$ cat src/rtl/pll_seq_pkg.sv
package pll_seq_pkg;
    typedef enum logic [3:0] {
        S_IDLE, S_CHECK, S_PARK, S_INTMODE, S_PWRDN,
        S_LOAD, S_PWRUP, S_LOCKWAIT, S_SWITCH, S_FAULT
    } seq_state_t;

    localparam logic [1:0] SRC_XTAL = 2'd0;
    localparam logic [1:0] SRC_PLL  = 2'd1;
    localparam logic [1:0] SRC_RTC  = 2'd2;

    localparam logic [1:0] ERR_NONE = 2'd0;
    localparam logic [1:0] ERR_CFG  = 2'd1;
    localparam logic [1:0] ERR_LOCK = 2'd2;

    localparam int unsigned XTAL_MHZ    = 24;
    localparam int unsigned XTAL_HZ     = 24_000_000;
    localparam int unsigned RTC_HZ      = 32_768;
    localparam int unsigned VCO_MIN_MHZ = 800;
    localparam int unsigned VCO_MAX_MHZ = 3200;
    localparam int unsigned OUT_MIN_MHZ = 24;
    localparam int unsigned OUT_MAX_MHZ = 3200;
    localparam int unsigned FB_MIN      = 16;
    localparam int unsigned FB_MAX      = 3200;
endpackage

$ cat src/rtl/pll_cfg_check.sv
module pll_cfg_check import pll_seq_pkg::*; #(
    parameter int NUM_PLL = 5,
    parameter int IDX_W   = 3,
    parameter int REF_W   = 6,
    parameter int FB_W    = 12,
    parameter int PD_W    = 3
) (
    input  logic [IDX_W-1:0] idx,
    input  logic [REF_W-1:0] refdiv,
    input  logic [FB_W-1:0]  fbdiv,
    input  logic [PD_W-1:0]  pdiv1,
    input  logic [PD_W-1:0]  pdiv2,
    output logic             cfg_ok
);
    logic [31:0] fb_mhz, ref32, div_all;
    logic idx_ok, nz_ok, fb_ok, vco_ok, out_ok;

    always_comb begin
        fb_mhz  = 32'(fbdiv) * XTAL_MHZ;
        ref32   = 32'(refdiv);
        div_all = ref32 * 32'(pdiv1) * 32'(pdiv2);
        idx_ok  = 32'(idx) < NUM_PLL;
        nz_ok   = (refdiv != '0) && (pdiv1 != '0) && (pdiv2 != '0);
        fb_ok   = (32'(fbdiv) >= FB_MIN) && (32'(fbdiv) <= FB_MAX);
        vco_ok  = (fb_mhz >= VCO_MIN_MHZ * ref32) && (fb_mhz <= VCO_MAX_MHZ * ref32);
        out_ok  = (fb_mhz >= OUT_MIN_MHZ * div_all) && (fb_mhz <= OUT_MAX_MHZ * div_all);
        cfg_ok  = idx_ok && nz_ok && fb_ok && vco_ok && out_ok;
    end
endmodule

$ cat src/rtl/pll_rate_calc.sv
module pll_rate_calc import pll_seq_pkg::*; #(
    parameter int REF_W = 6,
    parameter int FB_W  = 12,
    parameter int PD_W  = 3
) (
    input  logic [1:0]       src_code,
    input  logic [REF_W-1:0] refdiv,
    input  logic [FB_W-1:0]  fbdiv,
    input  logic [PD_W-1:0]  pdiv1,
    input  logic [PD_W-1:0]  pdiv2,
    output logic [31:0]      rate_hz
);
    logic [31:0] div_all, quot;

    always_comb begin
        div_all = 32'(refdiv) * 32'(pdiv1) * 32'(pdiv2);
        quot    = (div_all == '0) ? '0 : (32'(fbdiv) * XTAL_MHZ) / div_all;
        unique case (src_code)
            SRC_XTAL: rate_hz = XTAL_HZ;
            SRC_PLL:  rate_hz = quot * 32'd1_000_000;
            default:  rate_hz = RTC_HZ;
        endcase
    end
endmodule

$ cat src/rtl/pll_slot.sv
module pll_slot import pll_seq_pkg::*; #(
    parameter int         REF_W   = 6,
    parameter int         FB_W    = 12,
    parameter int         PD_W    = 3,
    parameter logic [1:0] SRC_INI = SRC_XTAL,
    localparam int        C0_W    = PD_W + FB_W,
    localparam int        C1_W    = PD_W + REF_W
) (
    input  logic             clk,
    input  logic             rst_n,
    input  logic             sel,
    input  logic             do_park,
    input  logic             do_int,
    input  logic             do_pd,
    input  logic             do_load,
    input  logic             do_pu,
    input  logic             do_sw,
    input  logic [REF_W-1:0] refdiv,
    input  logic [FB_W-1:0]  fbdiv,
    input  logic [PD_W-1:0]  pdiv1,
    input  logic [PD_W-1:0]  pdiv2,
    output logic [1:0]       src,
    output logic             int_en,
    output logic             pd,
    output logic [C0_W-1:0]  word0,
    output logic [C1_W-1:0]  word1
);
    always_ff @(posedge clk or negedge rst_n) begin
        if (!rst_n) begin
            src    <= SRC_INI;
            int_en <= 1'b0;
            pd     <= 1'b0;
            word0  <= '0;
            word1  <= '0;
        end else if (sel) begin
            if (do_park) src    <= SRC_XTAL;
            if (do_sw)   src    <= SRC_PLL;
            if (do_int)  int_en <= 1'b1;
            if (do_pd)   pd     <= 1'b1;
            if (do_pu)   pd     <= 1'b0;
            if (do_load) begin
                word0 <= {pdiv1, fbdiv};
                word1 <= {pdiv2, refdiv};
            end
        end
    end
endmodule

$ cat src/rtl/pll_seq_ctrl.sv
module pll_seq_ctrl import pll_seq_pkg::*; #(
    parameter int IDX_W        = 3,
    parameter int REF_W        = 6,
    parameter int FB_W         = 12,
    parameter int PD_W         = 3,
    parameter int LOCK_TIMEOUT = 1000,
    localparam int CNT_W       = $clog2(LOCK_TIMEOUT + 1)
) (
    input  logic             clk,
    input  logic             rst_n,
    input  logic             start,
    input  logic [IDX_W-1:0] req_idx,
    input  logic [REF_W-1:0] req_refdiv,
    input  logic [FB_W-1:0]  req_fbdiv,
    input  logic [PD_W-1:0]  req_pdiv1,
    input  logic [PD_W-1:0]  req_pdiv2,
    input  logic             cfg_ok,
    input  logic             lock_sel,
    output logic             busy,
    output logic             done,
    output logic             err,
    output logic [1:0]       err_code,
    output logic [IDX_W-1:0] tgt_idx,
    output logic [REF_W-1:0] lat_ref,
    output logic [FB_W-1:0]  lat_fb,
    output logic [PD_W-1:0]  lat_pd1,
    output logic [PD_W-1:0]  lat_pd2,
    output logic             do_park,
    output logic             do_int,
    output logic             do_pd,
    output logic             do_load,
    output logic             do_pu,
    output logic             do_sw
);
    seq_state_t state, nxt;
    logic [CNT_W-1:0] wait_cnt;
    logic lock_expired;

    assign lock_expired = (wait_cnt == CNT_W'(LOCK_TIMEOUT - 1));

    // state register
    always_ff @(posedge clk or negedge rst_n) begin
        if (!rst_n) state <= S_IDLE;
        else        state <= nxt;
    end

    always_comb begin
        nxt = state;
        unique case (state)
            S_IDLE:     if (start) nxt = S_CHECK;
            S_CHECK:    nxt = cfg_ok ? S_PARK : S_FAULT;
            S_PARK:     nxt = S_INTMODE;
            S_INTMODE:  nxt = S_PWRDN;
            S_PWRDN:    nxt = S_LOAD;
            S_LOAD:     nxt = S_PWRUP;
            S_PWRUP:    nxt = S_LOCKWAIT;
            S_LOCKWAIT: begin
                if (lock_sel)          nxt = S_SWITCH;
                else if (lock_expired) nxt = S_FAULT;
            end
            S_SWITCH:   nxt = S_IDLE;
            S_FAULT:    nxt = S_IDLE;
            default:    nxt = S_IDLE;
        endcase
    end

    // registered outputs and request latch
    always_ff @(posedge clk or negedge rst_n) begin
        if (!rst_n) begin
            done     <= 1'b0;
            err      <= 1'b0;
            err_code <= ERR_NONE;
            wait_cnt <= '0;
            tgt_idx  <= '0;
            lat_ref  <= '0;
            lat_fb   <= '0;
            lat_pd1  <= '0;
            lat_pd2  <= '0;
        end else begin
            done <= (state == S_SWITCH);
            err  <= (state == S_FAULT);
            unique case (state)
                S_IDLE: if (start) begin
                    err_code <= ERR_NONE;
                    tgt_idx  <= req_idx;
                    lat_ref  <= req_refdiv;
                    lat_fb   <= req_fbdiv;
                    lat_pd1  <= req_pdiv1;
                    lat_pd2  <= req_pdiv2;
                end
                S_CHECK:    if (!cfg_ok) err_code <= ERR_CFG;
                S_PWRUP:    wait_cnt <= '0;
                S_LOCKWAIT: begin
                    wait_cnt <= wait_cnt + 1'b1;
                    if (!lock_sel && lock_expired) err_code <= ERR_LOCK;
                end
                default: ;
            endcase
        end
    end

    assign busy    = (state != S_IDLE);
    assign do_park = (state == S_PARK);
    assign do_int  = (state == S_INTMODE);
    assign do_pd   = (state == S_PWRDN);
    assign do_load = (state == S_LOAD);
    assign do_pu   = (state == S_PWRUP);
    assign do_sw   = (state == S_SWITCH);
endmodule

$ cat src/rtl/pll_reprog_seq.sv
module pll_reprog_seq import pll_seq_pkg::*; #(
    parameter int                     NUM_PLL      = 5,
    parameter int                     REF_W        = 6,
    parameter int                     FB_W         = 12,
    parameter int                     PD_W         = 3,
    parameter int                     LOCK_TIMEOUT = 1000,
    parameter logic [2*NUM_PLL-1:0]   SRC_RST      = 10'b11_10_00_00_00
) (
    input  logic                                          clk,
    input  logic                                          rst_n,
    input  logic                                          start,
    input  logic [(NUM_PLL > 1 ? $clog2(NUM_PLL) : 1)-1:0] req_idx,
    input  logic [REF_W-1:0]                              req_refdiv,
    input  logic [FB_W-1:0]                               req_fbdiv,
    input  logic [PD_W-1:0]                               req_pdiv1,
    input  logic [PD_W-1:0]                               req_pdiv2,
    input  logic [NUM_PLL-1:0]                            pll_lock,
    input  logic [(NUM_PLL > 1 ? $clog2(NUM_PLL) : 1)-1:0] rate_idx,
    output logic                                          busy,
    output logic                                          done,
    output logic                                          err,
    output logic [1:0]                                    err_code,
    output logic [2*NUM_PLL-1:0]                          src_sel,
    output logic [NUM_PLL-1:0]                            int_mode,
    output logic [NUM_PLL-1:0]                            pwr_down,
    output logic [NUM_PLL*(PD_W+FB_W)-1:0]                div_word0,
    output logic [NUM_PLL*(PD_W+REF_W)-1:0]               div_word1,
    output logic [31:0]                                   rate_hz
);
    localparam int IDX_W = (NUM_PLL > 1) ? $clog2(NUM_PLL) : 1;
    localparam int SLOTS = 1 << IDX_W;
    localparam int C0_W  = PD_W + FB_W;
    localparam int C1_W  = PD_W + REF_W;

    logic [IDX_W-1:0] tgt_idx;
    logic [REF_W-1:0] lat_ref;
    logic [FB_W-1:0]  lat_fb;
    logic [PD_W-1:0]  lat_pd1, lat_pd2;
    logic cfg_ok, lock_sel;
    logic do_park, do_int, do_pd, do_load, do_pu, do_sw;
    logic [SLOTS-1:0] lock_pad;

    logic [1:0]      src_a   [SLOTS];
    logic [C0_W-1:0] word0_a [SLOTS];
    logic [C1_W-1:0] word1_a [SLOTS];

    assign lock_pad = SLOTS'(pll_lock);
    assign lock_sel = lock_pad[tgt_idx];

    pll_cfg_check #(.NUM_PLL(NUM_PLL), .IDX_W(IDX_W), .REF_W(REF_W),
                    .FB_W(FB_W), .PD_W(PD_W)) u_check (
        .idx(tgt_idx), .refdiv(lat_ref), .fbdiv(lat_fb),
        .pdiv1(lat_pd1), .pdiv2(lat_pd2), .cfg_ok(cfg_ok)
    );

    pll_seq_ctrl #(.IDX_W(IDX_W), .REF_W(REF_W), .FB_W(FB_W), .PD_W(PD_W),
                   .LOCK_TIMEOUT(LOCK_TIMEOUT)) u_ctrl (
        .clk(clk), .rst_n(rst_n), .start(start),
        .req_idx(req_idx), .req_refdiv(req_refdiv), .req_fbdiv(req_fbdiv),
        .req_pdiv1(req_pdiv1), .req_pdiv2(req_pdiv2),
        .cfg_ok(cfg_ok), .lock_sel(lock_sel),
        .busy(busy), .done(done), .err(err), .err_code(err_code),
        .tgt_idx(tgt_idx), .lat_ref(lat_ref), .lat_fb(lat_fb),
        .lat_pd1(lat_pd1), .lat_pd2(lat_pd2),
        .do_park(do_park), .do_int(do_int), .do_pd(do_pd),
        .do_load(do_load), .do_pu(do_pu), .do_sw(do_sw)
    );

    for (genvar i = 0; i < SLOTS; i++) begin : g_slot
        if (i < NUM_PLL) begin : g_real
            pll_slot #(.REF_W(REF_W), .FB_W(FB_W), .PD_W(PD_W),
                       .SRC_INI(SRC_RST[2*i +: 2])) u_slot (
                .clk(clk), .rst_n(rst_n), .sel(tgt_idx == IDX_W'(i)),
                .do_park(do_park), .do_int(do_int), .do_pd(do_pd),
                .do_load(do_load), .do_pu(do_pu), .do_sw(do_sw),
                .refdiv(lat_ref), .fbdiv(lat_fb), .pdiv1(lat_pd1), .pdiv2(lat_pd2),
                .src(src_a[i]), .int_en(int_mode[i]), .pd(pwr_down[i]),
                .word0(word0_a[i]), .word1(word1_a[i])
            );
            assign src_sel[2*i +: 2]      = src_a[i];
            assign div_word0[i*C0_W +: C0_W] = word0_a[i];
            assign div_word1[i*C1_W +: C1_W] = word1_a[i];
        end else begin : g_pad
            assign src_a[i]   = 2'b11;
            assign word0_a[i] = '0;
            assign word1_a[i] = '0;
        end
    end

    pll_rate_calc #(.REF_W(REF_W), .FB_W(FB_W), .PD_W(PD_W)) u_rate (
        .src_code(src_a[rate_idx]),
        .refdiv(word1_a[rate_idx][REF_W-1:0]),
        .fbdiv(word0_a[rate_idx][FB_W-1:0]),
        .pdiv1(word0_a[rate_idx][C0_W-1 -: PD_W]),
        .pdiv2(word1_a[rate_idx][C1_W-1 -: PD_W]),
        .rate_hz(rate_hz)
    );
endmodule

$ cat config.mk
export PLATFORM = sky130hd
export DESIGN_NAME = pll_reprog_seq
export DESIGN_NICKNAME = d
export VERILOG_FILES = /design/src/rtl/pll_seq_pkg.sv /design/src/rtl/pll_cfg_check.sv /design/src/rtl/pll_rate_calc.sv /design/src/rtl/pll_slot.sv /design/src/rtl/pll_seq_ctrl.sv /design/src/rtl/pll_reprog_seq.sv
export SDC_FILE = /design/constraint.sdc
export NUM_CORES = 1
export LEC_CHECK = 0
export BUFFER_PORTS_ARGS = -buffer_cell sky130_fd_sc_hd__buf_2
export CAP_MARGIN = 20
export CORE_AREA = 3 3 342 260
export DETAILED_ROUTE_END_ITERATION = 8
export DIE_AREA = 0 0 345 263
export PLACE_DENSITY_LB_ADDON = 0.3
export SLEW_MARGIN = 30
export SYNTH_ARGS = -nofsm -noshare
export SYNTH_HDL_FRONTEND = slang
export SYNTH_SLANG_ARGS = --single-unit
$ cat constraint.sdc
create_clock -name clk -period 169.2 [get_ports clk]
set_input_delay 16.92 -clock clk [delete_from_list [all_inputs] [get_ports clk]]
set_output_delay 16.92 -clock clk [all_outputs]
set_load 0.02 [all_outputs]
# Yosys cells after proc, flatten, opt, wreduce, memory -nomap -nowiden

Cells that the tools add are included.

Latch bits: 0
Memory bits (writable): 0
Bits in registers: 185
Logic and storage cells: 150
Memories: 0
Memory bits (read-only): 0

Reductions and logical operators: 46
$lt $le $gt $ge: 9
Add/sub/neg operators: 1
Shifts and indexed selects: 0
Equal/unequal tests: 19
Div/mod/pow operators: 1
Bitwise gates (word level): 1
Mux-type cells: 27
Multipliers: 11

Operator list:

| cell                     | number |
|---|---|
| $pmux W32 S2             | 1 |
| $bmux W15 S3             | 1 |
| $reduce_and A2 Y1        | 22 |
| $div A17 B12 Y32         | 1 |
| $mul A32 B14 Y26 const B | 1 |
| $mux W32                 | 1 |
| $pmux W4 S8              | 1 |
| $mux W15                 | 2 |
| $mul A12 B2 Y14 const B  | 2 |
| $bmux W9 S3              | 1 |
| $le A17 B24 Y1           | 1 |
| $mul A9 B3 Y12           | 2 |
| $mul A5 B6 Y11 const A   | 2 |
| $pmux W10 S2             | 1 |
| $le A17 B18 Y1           | 1 |
| $mul A6 B3 Y9            | 2 |
| $mux W9                  | 2 |
| $ge A17 B16 Y1           | 1 |
| $ge A17 B17 Y1           | 1 |
| $mul A5 B12 Y17 const A  | 1 |
| $eq A4 B3 Y1 const B     | 4 |
| $mux W4                  | 4 |
| $mul A2 B12 Y14 const A  | 1 |
| $mux W2                  | 7 |
| 33 further kinds         | 52 |

# Longest topological paths before layout

Depth after elaboration: 10
Depth in mapped cells: 524

# Hierarchy

A second synthesis with hierarchy kept.

Cells, all modules: 4,864
Area total of the unflattened synthesis: 39,814.4 um2

By module, submodules not included:

| module                                  | area each (um2) | cells an instance | instances |
|---|---|---|---|
| pll_rate_calc                           | 26,065.0        | 3,652             | 1 |
| pll_cfg_check                           | 4,873.4         | 601               | 1 |
| pll_slot at g_slot[0].g_real.u_slot ... | 1,098.6         | 61                | 3 |
| pll_seq_ctrl                            | 2,065.7         | 167               | 1 |
| pll_reprog_seq                          | 1,188.6         | 135               | 1 |
| pll_slot at g_slot[4].g_real.u_slot     | 1,163.6         | 63                | 1 |
| pll_slot at g_slot[3].g_real.u_slot     | 1,162.4         | 63                | 1 |

# Worst setup path after synthesis

OpenSTA, ideal clock, no wires.

Kind: input -> output
Start point: input port rate_idx[0] (netlist name)
End point: output port rate_hz[31]
Setup slack: 36,811 ps
Stages: 491
Path buffers: 46
Arrival time: 115,469 ps
Cells stage by stage: buf_1 clkbuf_1 buf_1 clkbuf_1 mux2i_1 o22ai_1 nand2_1 fa_1 inv_1 ha_1 fa_1 a21oi_1 nor2_1 nor2_1 xnor2_1 nand2_1 fa_1 inv_1 (+455 left out) inv_1 ha_1 o21a_1 o21a_1 o21ai_0 nand2_1 a21oi_1 o21bai_1 a21oi_1 o21bai_1 a21oi_1 o21bai_1 a21oi_1 o21bai_1 a21oi_1 xnor2_1 xnor2_1 nor2_1

Cells in the longest elaborated chain, start to end: 10
Elaborated cells between the ends (all ways): 20
Classes of those cells: mul: 4; div: 1; eq/ne: 1; mux: 11; bitwise: 1; reduce/logical: 2

Ends and longest elaborated chain:

| what                                                                          | RTL line                                   | RTL |
|---|---|---|
| start: declaration                                                            | pll_reprog_seq.sv:18                       | `input logic [(NUM_PLL > 1 ? $clog2(NUM_PLL) : 1)-1:0] rate_idx,` |
| $not A3 Y4 (not written as such) (*)                                          | n/a                                        |  |
| $bmux W9 S3 / $bmux W15 S3 (equally long branches)                            | n/a                                        |  |
| $mux W9 (not written as such) / $mux W15 (equally long branches) (2 in a row) | pll_reprog_seq.sv:95, pll_reprog_seq.sv:94 |  |
| $mul A6 B3 Y9                                                                 | pll_rate_calc.sv:16                        | `div_all = 32'(refdiv) * 32'(pdiv1) * 32'(pdiv2);` |
| $mul A9 B3 Y12                                                                | pll_rate_calc.sv:16                        |  |
| $div A17 B12 Y32 / $logic_not A12 Y1 (equally long branches)                  | pll_rate_calc.sv:17                        | `quot = (div_all == '0) ? '0 : (32'(fbdiv) * XTAL_MHZ) / div_all;` |
| $mux W32                                                                      | pll_rate_calc.sv:17                        |  |
| $mul A32 B14 Y26                                                              | pll_rate_calc.sv:20                        | `SRC_PLL: rate_hz = quot * 32'd1_000_000;` |
| $pmux W32 S2 (*)                                                              | pll_rate_calc.sv:18                        | `unique case (src_code)` |
| end: declaration                                                              | pll_reprog_seq.sv:28                       | `output logic [31:0] rate_hz` |

Mark *: on every way between the ends. The rest lies on a longest branch, timed or not. The select of a mux whose other input is x is not followed.

# Worst setup path in the final report

Ends and elaborated chain as after synthesis.

==> reports/qor.yml <==
status:
  outcome: "finished clean"
logic_synthesis:
  syn-cell-area_um2: 39300
  ys.warnings.count: 0
  synth-seq-cells: 182
  synth.yosys.seq_area_share_pct: 11.60
  async_reset_ff_share_pct: 100.0
  yosysTopAreaCell: "ha_1"
  synthCells: 5079
  synth_flop_cell: "dfrtp_1"
  synth_top_area_share_pct: 18.11
  synth.avg_cell_area_um2: 7.739
  synth-edff-count: 0
  yosys-top-cells-area: "ha_1, dfrtp_1, fa_1"
  synth_cell_types: 122
finish:
  seq_area_um2: 4558
  diodes: 0
  syn_to_final_growth_pct: 7.338
  fillers: 8400
  num-nets-final: 5940
  drive_gt1_share_pct: 10.20
  multiInputGateArea_um2: 33060
placed_design:
  portBuffers: 205
  gp_congestion: 0.9743
  hpwl_mm: 102.4
setup_path:
  crit_path_max_incr_delay_ns: 0.80
  start_kind: "primary input"
  worst-r2r-setup-slack_ns: 160.97
  reg2regPathDepth: 34
  cpMaxStageDelayCell: "a221oi_1"
  critPathLaunch: "rate_idx[0]"
  crit_required_ns: 152.28
  cp-end-kind: "primary output"
  critPathKind: "in2out"
  endpoint: "rate_hz[31]"
  cp_common_cell: "o21a_1"
  worst_ep_arrival_time_ns: 126.85
  timing.rr.end: "u_ctrl.state[1]"
  worst-path-max-fanout: 50
  r2r_start: "u_ctrl.lat_pd1[2]"
floorplanning:
  rows: 93
  die_area_um2: 90740
  ios: 215
  core_area_um2: 85640
  die_y_um: 263
  dieWidth_um: 345
  start_util_pct: 45.89
clock_tree:
  cts_num_sinks: 182
  clk_latency_ns: 0.46
  cts.htree.levels: 4
  cts_tree: "done"
  cts_resized: 0
  clock_path_buffers: 2
  post_cts_buffers: 0
  cts_made_buffers: 17
  cts.clk_slew.worst_paths_ns: 0.06
  ctsHoldBuffers: 0
  cts-root-buf: "clkbuf_16"
sta:
  tns_ns: 0
  relSlewSlack_pct: 34.77
  drv_slew: 0
  post-route-min-period_ns: 143.77
  max_freq_mhz: 6.955
  period_share_pct: 84.97
  grt_setup_unrepaired: "no"
  hold_viol_final: 0
  finalSetupViolCount: 0
  finClkSkew_ns: 0.008654
  worst_pin_slew_ns: 0.9714
route:
  routed_wirelength_mm: 127.6
  vias_per_cell: 6.169
  drt_iter0_markers: 3553
  firstDrtPassIters: 6
  routedWlPerCell_um: 20.02
  vias: 39320
  antenna_left: 0
  drcViolationCount: 0
global_routing:
  grt_overflow: 0
  antenna_found_initial: 0
  grt_max_degree: 104
  grt_pass1_wl_mm: 200.6
  track_usage_pct: 26.84
  first_global_vias: 35740
job:
  cap_violations: 0
hold_path:
  hp-start: "g_slot[2].g_real.u_slot.int_en"
  min_path_type: "reg2reg"
per-stage QoR:
stage / setup slack, ns / cells / util (%) / instance area [µm²] / hold slack (ns)
after floorplan: 36.81 / 5102 / - / 39390 / 0.4289
after global placement: 29.85 / 6341 / 48.55 / 41580 / 0.4452
after CTS: 26.83 / 6373 / 49.24 / 42170 / 0.4622
after global routing: 16.57 / 6373 / 49.26 / 42190 / 0.4721
after detailed placement: 27.25 / 6341 / 48.56 / 41580 / 0.4419
final: 25.43 / 6373 / 49.26 / 42190 / 0.4622
synth_stat cells (13+ instances only):
master    number
nor2b_1       57
nand4_1       63
or2_2         39
clkbuf_1     106
nand2_1      502
o31ai_1      137
a211oi_1      34
a221oi_1      13
nor3_1       229
a22oi_1       14
or2_1         13
buf_4         21
inv_1        301
a21oi_1      341
mux2_2       115
dfrtp_1      179
xnor2_1      185
or4_1         22
and2_1        57
o21a_1       190
nand2b_1      68
nor2_1       392
xor2_1        83
o22ai_1       39
ha_1         569
o21ai_0      297
and3_1        39
a31o_2        15
fa_1         113
o211ai_1      32
a21o_1       113
nand3_1       89
a31oi_1       38
a211o_1       15
buf_2         14
o21bai_1      44
o21ai_1       25
mux2i_1       83
nor4_1        34
or3_1         42
cell families after synthesis:
family | synth area share, %
buf+inv | 4.680
other cells | 0.009541
xor+xnor | 6.071
mux | 5.561
flops | 11.60
compound gates | 26.74
fa+ha+maj | 23.87
simple gates | 21.47
worst max-delay path: cells and delay by family:
family / cells / cell delay (ns)
AO/OA/AOI/OAI: 250 / 57.04
AND/OR/NAND/NOR: 125 / 30.76
adder cells (fa/ha/maj): 42 / 13.83
multiplexers: 12 / 4.28
buffers and inverters: 24 / 3.39
XOR/XNOR: 3 / 0.48
layer usage:
layer  GRT usage [%]  share of wire [%]  vias up
li1                -                  -    19040
met1           41.25                 49    18540
met2           37.61                 39     1586
met3           6.594                 10      152
met4           4.851                1.7        0
met5               0                  0        -
registers in the layout (all words and copies together) (netlist names):
name	count
u_ctrl.state	4
u_ctrl.done	1
u_ctrl.lat_pd2	3
g_slot.g_real.u_slot.int_en	5
u_ctrl.tgt_idx	3
u_ctrl.wait_cnt	10
g_slot.g_real.u_slot.src	7
u_ctrl.lat_pd1	3
g_slot.g_real.u_slot.pd	5
g_slot.g_real.u_slot.word1	45
u_ctrl.err_code	2
u_ctrl.lat_ref	6
u_ctrl.err	1
g_slot.g_real.u_slot.word0	75
u_ctrl.lat_fb	12
placed cells by master, fill, tap and decap left out, drive strengths merged, types with 25 or more instances in the layout:
| cell type | count |
|---|---|
| a211oi | 39 |
| a21o | 113 |
| a21oi | 344 |
| a31oi | 40 |
| and2 | 59 |
| and3 | 39 |
| buf | 253 |
| dfrtp | 179 |
| fa | 113 |
| ha | 569 |
| inv | 307 |
| mux2 | 116 |
| mux2i | 84 |
| nand2 | 504 |
| nand2b | 68 |
| nand3 | 89 |
| nand4 | 63 |
| nor2 | 393 |
| nor2b | 57 |
| nor3 | 233 |
| nor4 | 39 |
| o211ai | 35 |
| o21a | 190 |
| o21ai | 324 |
| o21bai | 44 |
| o22ai | 39 |
| o31ai | 141 |
| or2 | 53 |
| or3 | 43 |
| or4 | 25 |
| xnor2 | 185 |
| xor2 | 84 |
worst min-delay path by stage:
stage / slack [ns] / to / cells after the start
after global routing: 0.47 / g_slot[2].g_real.u_slot.int_en / 1
after global placement: 0.45 / g_slot[2].g_real.u_slot.int_en / 1
after detailed placement: 0.44 / g_slot[2].g_real.u_slot.int_en / 1
after CTS: 0.46 / g_slot[2].g_real.u_slot.int_en / 1
final: 0.46 / g_slot[2].g_real.u_slot.int_en / 1
after floorplan: 0.43 / g_slot[0].g_real.u_slot.int_en / 1
final cells by class:
| class | count | share of cell area (%) |
|---|---|---|
| multi-input combinational | 4460 | 78.37 |
| inverter | 305 | 2.714 |
| timing repair buffer | 254 | 3.334 |
| sequential | 182 | 10.80 |
| clock buffer | 20 | 1.035 |
| clock inverter | 12 | 0.3618 |
| tap | 1140 | 3.381 |
Power is not shown: default switching activity piles up to over one toggle a cycle in this logic, so the estimate is an artifact.
